$ cat src/rtl/nvs_pkg.sv
package nvs_pkg;

  typedef enum logic [2:0] {
    OP_NOP     = 3'd0,
    OP_RESTORE = 3'd1,
    OP_STORE   = 3'd2,
    OP_UWR     = 3'd3,
    OP_URD     = 3'd4,
    OP_TOL     = 3'd5,
    OP_RESET   = 3'd6,
    OP_SPARE   = 3'd7
  } nvs_op_e;

  typedef enum logic [2:0] {
    ST_BOOT,
    ST_PRESET,
    ST_LOAD,
    ST_PROG,
    ST_READ,
    ST_IDLE
  } nvs_state_e;

  typedef enum logic [2:0] {
    K_NONE,
    K_RESTORE,
    K_RESET,
    K_WRITE,
    K_READ,
    K_DENY
  } nvs_kind_e;

  // storage word that holds user byte sel
  function automatic int unsigned user_slot(int unsigned nch, int unsigned sel);
    return nch + sel;
  endfunction

  // storage word that holds the tolerance value
  function automatic int unsigned tol_slot(int unsigned nch, int unsigned nuser);
    return nch + nuser;
  endfunction

  // midscale code for a wiper of the given width
  function automatic int unsigned mid_code(int unsigned ww);
    return 1 << (ww - 1);
  endfunction

  function automatic int unsigned max2(int unsigned a, int unsigned b);
    return (a > b) ? a : b;
  endfunction

endpackage

$ cat src/rtl/nvs_lock_timer.sv
module nvs_lock_timer #(
  parameter int LOCK_CYC = 54000
) (
  input  logic clk,
  input  logic rst_n,
  input  logic restart,
  output logic locked
);
  localparam int LW = (LOCK_CYC < 1) ? 1 : $clog2(LOCK_CYC + 1);

  logic [LW-1:0] cnt_q;

  always_ff @(posedge clk or negedge rst_n) begin
    if (!rst_n)              cnt_q <= LW'(LOCK_CYC);
    else if (restart)        cnt_q <= LW'(LOCK_CYC);
    else if (cnt_q != '0)    cnt_q <= cnt_q - 1'b1;
  end

  assign locked = (cnt_q != '0);

  // once the window has closed it stays closed until a restart
  a_r5_lock_stays_open: assert property (@(posedge clk) disable iff (!rst_n)
    (!restart && !locked) |=> !locked);

endmodule

$ cat src/rtl/nvs_step_timer.sv
module nvs_step_timer #(
  parameter int CW = 8
) (
  input  logic          clk,
  input  logic          rst_n,
  input  logic          start,
  input  logic [CW-1:0] len,
  output logic          expire
);
  logic [CW-1:0] cnt_q;

  always_ff @(posedge clk or negedge rst_n) begin
    if (!rst_n)             cnt_q <= '0;
    else if (start)         cnt_q <= len - 1'b1;
    else if (cnt_q != '0)   cnt_q <= cnt_q - 1'b1;
  end

  assign expire = (cnt_q == '0);

  // an expired slot stays expired until restarted
  a_r3_expire_holds: assert property (@(posedge clk) disable iff (!rst_n)
    (!start && expire) |=> expire);

endmodule

$ cat src/rtl/nvs_cmd_check.sv
module nvs_cmd_check
  import nvs_pkg::*;
#(
  parameter int NCH   = 2,
  parameter int NUSER = 12,
  parameter int WW    = 8,
  parameter int DW    = 8,
  parameter int AW    = 4,
  parameter int IW    = 4
) (
  input  logic            cmd_valid,
  input  logic [2:0]      cmd_op,
  input  logic [IW-1:0]   cmd_idx,
  input  logic [DW-1:0]   cmd_data,
  input  logic [NCH*WW-1:0] wiper_in,
  input  logic            idle,
  input  logic            locked,
  input  logic            wp_n,
  output nvs_kind_e       kind,
  output logic [AW-1:0]   addr,
  output logic [DW-1:0]   wdata,
  output logic            busy_hit
);
  logic [WW-1:0] wip [NCH];
  logic [WW-1:0] sel_w;
  nvs_op_e       op;
  logic          active, wr_ok, ch_ok, user_ok;

  for (genvar g = 0; g < NCH; g++) begin : g_unpack
    assign wip[g] = wiper_in[g*WW +: WW];
  end

  always_comb begin
    sel_w = '0;
    for (int k = 0; k < NCH; k++) begin
      if (int'(cmd_idx) == k) sel_w = wip[k];
    end
  end

  assign op       = nvs_op_e'(cmd_op);
  assign active   = cmd_valid && (op != OP_NOP) && (op != OP_SPARE);
  assign busy_hit = active && !idle;
  assign wr_ok    = wp_n && !locked;
  assign ch_ok    = int'(cmd_idx) < NCH;
  assign user_ok  = int'(cmd_idx) < NUSER;

  always_comb begin
    kind  = K_NONE;
    addr  = '0;
    wdata = '0;
    if (active && idle) begin
      case (op)
        OP_RESTORE: kind = K_RESTORE;
        OP_RESET:   kind = K_RESET;
        OP_STORE: begin
          if (ch_ok && wr_ok) begin
            kind  = K_WRITE;
            addr  = AW'(cmd_idx);
            wdata = DW'(sel_w);
          end else begin
            kind = K_DENY;
          end
        end
        OP_UWR: begin
          if (user_ok && wr_ok) begin
            kind  = K_WRITE;
            addr  = AW'(user_slot(NCH, int'(cmd_idx)));
            wdata = cmd_data;
          end else begin
            kind = K_DENY;
          end
        end
        OP_URD: begin
          if (user_ok) begin
            kind = K_READ;
            addr = AW'(user_slot(NCH, int'(cmd_idx)));
          end else begin
            kind = K_DENY;
          end
        end
        OP_TOL: begin
          kind = K_READ;
          addr = AW'(tol_slot(NCH, NUSER));
        end
        default: kind = K_NONE;
      endcase
    end
  end

endmodule

$ cat src/rtl/nv_refresh_seq.sv
module nv_refresh_seq
  import nvs_pkg::*;
#(
  parameter int NCH         = 2,
  parameter int NUSER       = 12,
  parameter int WW          = 8,
  parameter int DW          = 8,
  parameter int RESTORE_CYC = 15000,
  parameter int STORE_CYC   = 2600000,
  parameter int LOCK_CYC    = 54000,
  localparam int AW         = $clog2(NCH + NUSER + 1),
  localparam int IW         = (max2(NCH, NUSER) < 2) ? 1 : $clog2(max2(NCH, NUSER))
) (
  input  logic              clk,
  input  logic              rst_n,
  input  logic              wp_n,
  input  logic              cmd_valid,
  input  logic [2:0]        cmd_op,
  input  logic [IW-1:0]     cmd_idx,
  input  logic [DW-1:0]     cmd_data,
  input  logic [NCH*WW-1:0] wiper_in,
  output logic              busy,
  output logic              done,
  output logic              err,
  output logic              deny,
  output logic              rd_valid,
  output logic [DW-1:0]     rd_data,
  output logic [AW-1:0]     nv_addr,
  output logic              nv_we,
  output logic [DW-1:0]     nv_wdata,
  input  logic [DW-1:0]     nv_rdata,
  output logic [NCH-1:0]    wip_load,
  output logic [WW-1:0]     wip_val
);
  localparam int CHW = (NCH < 2) ? 1 : $clog2(NCH);
  localparam int CW  = $clog2(max2(RESTORE_CYC, STORE_CYC) + 1);
  localparam logic [WW-1:0] MID = WW'(mid_code(WW));
  localparam logic [CHW-1:0] LAST_CH = CHW'(NCH - 1);

  nvs_state_e     state_q;
  logic [CHW-1:0] ch_q;
  logic           first_q;
  logic [AW-1:0]  pend_addr_q;
  logic [DW-1:0]  pend_data_q;

  // named internal events
  nvs_kind_e      kind;
  logic [AW-1:0]  dec_addr;
  logic [DW-1:0]  dec_wdata;
  logic           busy_hit;
  logic           locked;
  logic           t_start, t_expire;
  logic [CW-1:0]  t_len;
  logic           slot_end, last_slot, reload_req;

  assign busy       = (state_q != ST_IDLE);
  assign slot_end   = (state_q == ST_LOAD) && t_expire;
  assign last_slot  = (ch_q == LAST_CH);
  assign reload_req = (kind == K_RESTORE) || (kind == K_RESET);

  nvs_cmd_check #(
    .NCH(NCH), .NUSER(NUSER), .WW(WW), .DW(DW), .AW(AW), .IW(IW)
  ) u_check (
    .cmd_valid (cmd_valid),
    .cmd_op    (cmd_op),
    .cmd_idx   (cmd_idx),
    .cmd_data  (cmd_data),
    .wiper_in  (wiper_in),
    .idle      (!busy),
    .locked    (locked),
    .wp_n      (wp_n),
    .kind      (kind),
    .addr      (dec_addr),
    .wdata     (dec_wdata),
    .busy_hit  (busy_hit)
  );

  nvs_lock_timer #(.LOCK_CYC(LOCK_CYC)) u_lock (
    .clk     (clk),
    .rst_n   (rst_n),
    .restart (kind == K_RESET),
    .locked  (locked)
  );

  // one timer serves both the reload slots and the programming window
  assign t_start = (state_q == ST_PRESET) || (slot_end && !last_slot) ||
                   reload_req || (kind == K_WRITE);
  assign t_len   = (kind == K_WRITE) ? CW'(STORE_CYC) : CW'(RESTORE_CYC);

  nvs_step_timer #(.CW(CW)) u_timer (
    .clk    (clk),
    .rst_n  (rst_n),
    .start  (t_start),
    .len    (t_len),
    .expire (t_expire)
  );

  always_ff @(posedge clk or negedge rst_n) begin
    if (!rst_n) begin
      state_q     <= ST_BOOT;
      ch_q        <= '0;
      first_q     <= 1'b0;
      pend_addr_q <= '0;
      pend_data_q <= '0;
      done        <= 1'b0;
      err         <= 1'b0;
      deny        <= 1'b0;
    end else begin
      done    <= 1'b0;
      err     <= busy_hit;
      deny    <= (kind == K_DENY);
      first_q <= 1'b0;
      case (state_q)
        ST_BOOT:   state_q <= ST_PRESET;
        ST_PRESET: begin
          state_q <= ST_LOAD;
          ch_q    <= '0;
        end
        ST_LOAD: begin
          if (t_expire) begin
            if (last_slot) begin
              state_q <= ST_IDLE;
              done    <= 1'b1;
            end else begin
              ch_q <= ch_q + 1'b1;
            end
          end
        end
        ST_PROG: begin
          if (t_expire) begin
            state_q <= ST_IDLE;
            done    <= 1'b1;
          end
        end
        ST_READ:   state_q <= ST_IDLE;
        default: begin
          case (kind)
            K_RESTORE, K_RESET: begin
              state_q <= ST_LOAD;
              ch_q    <= '0;
            end
            K_WRITE: begin
              state_q     <= ST_PROG;
              first_q     <= 1'b1;
              pend_addr_q <= dec_addr;
              pend_data_q <= dec_wdata;
            end
            K_READ: begin
              state_q     <= ST_READ;
              pend_addr_q <= dec_addr;
            end
            default: state_q <= ST_IDLE;
          endcase
        end
      endcase
    end
  end

  // wiper load port
  for (genvar g = 0; g < NCH; g++) begin : g_load
    assign wip_load[g] = (state_q == ST_PRESET) || (slot_end && (ch_q == CHW'(g)));
  end
  assign wip_val = (state_q == ST_PRESET) ? MID : nv_rdata[WW-1:0];

  // storage port
  always_comb begin
    case (state_q)
      ST_LOAD:          nv_addr = AW'(ch_q);
      ST_PROG, ST_READ: nv_addr = pend_addr_q;
      default:          nv_addr = '0;
    endcase
  end
  assign nv_we    = (state_q == ST_PROG) && first_q;
  assign nv_wdata = pend_data_q;
  assign rd_valid = (state_q == ST_READ);
  assign rd_data  = nv_rdata;

  // done only ever shows with the block idle
  a_r3_done_idle: assert property (@(posedge clk) disable iff (!rst_n)
    done |-> !busy);
  // err follows a busy cycle
  a_r9_err_after_busy: assert property (@(posedge clk) disable iff (!rst_n)
    err |-> $past(busy));
  // refusals are made from idle only
  a_r5_deny_from_idle: assert property (@(posedge clk) disable iff (!rst_n)
    deny |-> $past(!busy));
  // a write strobe needs protect released at acceptance
  a_r6_write_needs_wp: assert property (@(posedge clk) disable iff (!rst_n)
    nv_we |-> $past(wp_n));
  // a write strobe needs the lockout closed at acceptance
  a_r5_write_after_lock: assert property (@(posedge clk) disable iff (!rst_n)
    nv_we |-> $past(!locked));
  // the write strobe is a single pulse
  a_r4_single_strobe: assert property (@(posedge clk) disable iff (!rst_n)
    nv_we |=> !nv_we);
  // outside the preset step at most one channel loads
  a_r2_one_channel: assert property (@(posedge clk) disable iff (!rst_n)
    (state_q != ST_PRESET) |-> $onehot0(wip_load));
  // a read never overlaps a load
  a_r7_read_no_load: assert property (@(posedge clk) disable iff (!rst_n)
    rd_valid |-> (wip_load == '0));

endmodule

$ cat config.mk
export PLATFORM = sky130hd
export DESIGN_NAME = nv_refresh_seq
export DESIGN_NICKNAME = d
export VERILOG_FILES = /design/src/rtl/nvs_pkg.sv /design/src/rtl/nvs_lock_timer.sv /design/src/rtl/nvs_step_timer.sv /design/src/rtl/nvs_cmd_check.sv /design/src/rtl/nv_refresh_seq.sv
export SDC_FILE = /design/constraint.sdc
export NUM_CORES = 1
export LEC_CHECK = 0
export BUFFER_PORTS_ARGS = -buffer_cell sky130_fd_sc_hd__buf_2
export CAP_MARGIN = 20
export CORE_UTILIZATION = 55
export DETAILED_ROUTE_END_ITERATION = 10
export GPL_TIMING_DRIVEN = 0
export MAX_ROUTING_LAYER = met4
export PLACE_DENSITY = 0.83
export SYNTH_ARGS = -nofsm -noshare
export SYNTH_HDL_FRONTEND = slang
export SYNTH_SLANG_ARGS = --single-unit
export TNS_END_PERCENT = 20
$ cat constraint.sdc
create_clock -name clk -period 5.11 [get_ports clk]
set_input_delay 1.022 -clock clk [delete_from_list [all_inputs] [get_ports clk]]
set_output_delay 1.022 -clock clk [all_outputs]
set_load 0.02 [all_outputs]
==> flow_metrics.py <==
metrics = {
    "floorplanning": {
        "core_area_um2": 6459,
        "die_y_um": 84.53,
        "row_count": 29,
        "die_x_um": 84.53,
        "initial_utilization": 0.5800,
        "ioPinCount": 79,
        "die_area_um2": 7145,
    },
    "critical_path": {
        "cp-start-kind": "register",
        "end_kind": "register",
        "criticalPathCategory": "reg2reg",
        "cp_cell_sequence": "inv_1 -> ha_1 -> nor4b_1 -> nand4b_4 -> o31ai_4 -> a21oi_2 -> clkbuf_1 -> clkbuf_1 -> nand2_1 -> ha_1 -> nor3b_1 -> nand4_1 -> or4_1 -> a21oi_1",
        "critPathRequiredTime_ns": 5.38,
        "crit_slowest_cell": "nor4b_1",
        "worst-path-max-fanout": 10,
        "slowest_delay_ns": 0.63,
        "arrival_ns": 4.81,
    },
    "timing": {
        "post-route-period-util": 0.8885,
        "fin_crit_ns": 4.540,
        "setup_ws_ns": 0.5696,
        "finalHoldViolCount": 0,
        "rsz0062_at_grt": "false",
        "setup_viol": 0,
        "drv_slew": 0,
        "max-slew-margin-rel": 0.3308,
        "worst_pin_slew_ns": 0.9946,
        "fmax_mhz": 220.2,
        "tns_ns": 0,
        "fin_skew_ns": 0.006881,
    },
    "finish": {
        "final_util": 0.6852,
        "nNetsFinal": 557,
        "final_cell_area_um2": 4425,
        "syn_to_final_growth_pct": 18.14,
        "layout.cells.non_filler": 592,
        "final_layout_size_suffix_gt1_frac": 0.2680,
        "antenna_cells": 0,
    },
    "yosys": {
        "postSynthCellCount": 422,
        "yosys_warnings": 0,
        "yosys-top-cells-count": "dfrtp_1, nor2_1, nand2_1, o21ai_0, a21oi_1",
        "synth-main-ff-cell": "dfrtp_1",
        "synth_top_area_frac": 0.3340,
        "ys_types": 73,
        "syn_avg_cell_area_um2": 8.877,
        "yosys.area.top_type": "dfrtp_1",
        "synth.most_common_cell": "dfrtp_1",
        "ys_ff_latch": 58,
        "netlist_top_cells_area": "dfrtp_1, dfstp_2, nor2_1",
        "yosysSeqAreaShare": 0.3901,
        "syn_nets": 469,
        "netlist_area_um2": 3746,
        "synth_edf_count": 0,
        "synthArstFlopShare": 1.000,
    },
    "clocking": {
        "root_buffer": "clkbuf_8",
        "cts_sinks": 58,
        "post_cts_buffers": 0,
        "htree_num_levels": 3,
        "cts_resized": 0,
        "cts_tree": "yes",
        "clockBufferDepth": 2,
        "cts_buffers": 9,
        "hold_buffers": 0,
        "clkSlewWorstSetupHoldPaths_ns": 0.07,
        "clock_latency_ns": 0.35,
    },
    "grt": {
        "grt_max_degree": 36,
        "gr-total-overflow": 0,
        "grt_pass1_wl_um": 16570,
        "antenna_found_initial": 0,
        "grt_use_total": 0.3008,
        "grt_pass1_vias": 3633,
    },
    "detailed_routing": {
        "final_antenna_net_count": 0,
        "viasPerCell": 6.218,
        "wl_met1_um": 4300,
        "top_layer_used": "met4",
        "post-route-drc-count": 14,
        "drtIter0Drc": 307,
        "routed_wl_um": 9648,
        "wl_per_cell_um": 16.30,
        "met2_length_um": 4493,
        "vias": 3681,
        "wl_met3_um": 629,
        "drt_pass1_iterations": 8,
    },
    "placed_design": {
        "dp_hpwl_um": 7036,
        "gp_congestion": 0.9037,
        "place_ws_ns": 0.3652,
        "place_inst": 576,
        "dpl_cell_area_um2": 4243,
        "port_buffers": 76,
    },
    "power": {
        "ir_worst_vdd_uv": 286.1,
        "power_density_nw_per_um2": 425.3,
        "leakage_nw": 1.950,
    },
    "outcome": {
        "status": "finished, violations left",
        "violations": "DRC",
    },
    "worst_hold_path": {
        "holdCritPathClass": "reg2reg",
    },
    "flow_run": {
        "maxCapViolCount": 0,
    },
}
-- flip-flops by register name (all words and copies together), names as in the netlist --
name and flops:
ch_q 1, deny 1, done 1, err 1, first_q 1, nv_wdata 8, pend_addr_q 4, state_q 3
u_lock.cnt_q 16, u_timer.cnt_q 22
-- per-layer routing --
metal,up-vias,global-route usage
met5,-,-
met4,0,0.1341
met3,24,0.04523
met2,180,0.4708
met1,1753,0.3892
li1,1724,-
-- worst max-delay path: cells and delay by family (launching register included) --
family / cells / cell delay (ns)
adder cells (fa/ha/maj): 2 / 0.39
AO/OA/AOI/OAI: 3 / 0.62
AND/OR/NAND/NOR: 6 / 2.42
flip-flops: 1 / 0.40
buffers and inverters: 3 / 0.62
-- power by group --
part	internal [W]	switching, W
Sequential	0.000589	0.000110
Clock	0.000214	0.000186
Combinational	0.000310	0.000474
-- final cells by class --
class                           count  area (µm²)
Buffer                             28       143.9
Clock inverter                      2       10.01
Fill cell                         510        2033
Clock buffer                       14       172.7
Tap cell                           77       96.34
Timing Repair Buffer               77       400.4
Sequential cell                    58        1461
Inverter                           11       41.29
Multi-Input combinational cell    325        2100
-- logic make-up after synthesis --
logic type,share of synthesized area
adder cells (fa/ha/maj),0.01336
multiplexers,0.03207
AO/OA/AOI/OAI,0.2074
AND/OR/NAND/NOR,0.2749
flip-flops,0.3901
buffers and inverters,0.04943
XOR/XNOR,0.03273
-- path summary, 6_finish.rpt --
| kind | startpoint | endpoint | slack, ns | cells after the start |
|---|---|---|---|---|
| setup / recovery | u_lock.cnt_q[0] | u_timer.cnt_q[20] | 0.57 | 14 |
| hold / removal | nv_wdata[7] | nv_wdata[7] | 0.48 | 2 |
| setup reg to reg | u_lock.cnt_q[0] | u_timer.cnt_q[20] | 0.57 | 14 |
| hold reg to reg | nv_wdata[7] | nv_wdata[7] | 0.48 | 2 |
| max in group asynchronous | rst_n | u_lock.cnt_q[14] | 3.79 | 2 |
| min in group asynchronous | rst_n | u_lock.cnt_q[10] | 0.66 | 1 |
-- layout by cell type (no fill, tap or decap), drive strengths merged, types with 5 or more instances in the layout --
cell,Yosys,final
dfstp,8,8
mux2,8,8
a22oi,9,9
nor3,14,14
nand3,15,15
and2,11,11
nand2,34,34
dfrtp,50,50
inv,11,11
or4,8,8
nor2b,14,14
or3,11,11
a21oi,21,21
clkbuf,16,30
a31oi,5,5
xnor2,8,8
nor2,37,37
buf,12,89
nor4,11,11
nand2b,9,9
xor2,6,6
o211ai,5,5
o21ai,24,24
-- per-stage QoR --
stage | hold WS, ns | total power (W)
after floorplan | 0.4630 | 0.001256
after global placement | 0.4574 | 0.001444
after detailed placement | 0.4696 | 0.001474
after CTS | 0.4825 | 0.001872
after global routing | 0.5102 | 0.002016
final | 0.4776 | 0.001882
Note: power is estimated with default switching activity, not from simulation.
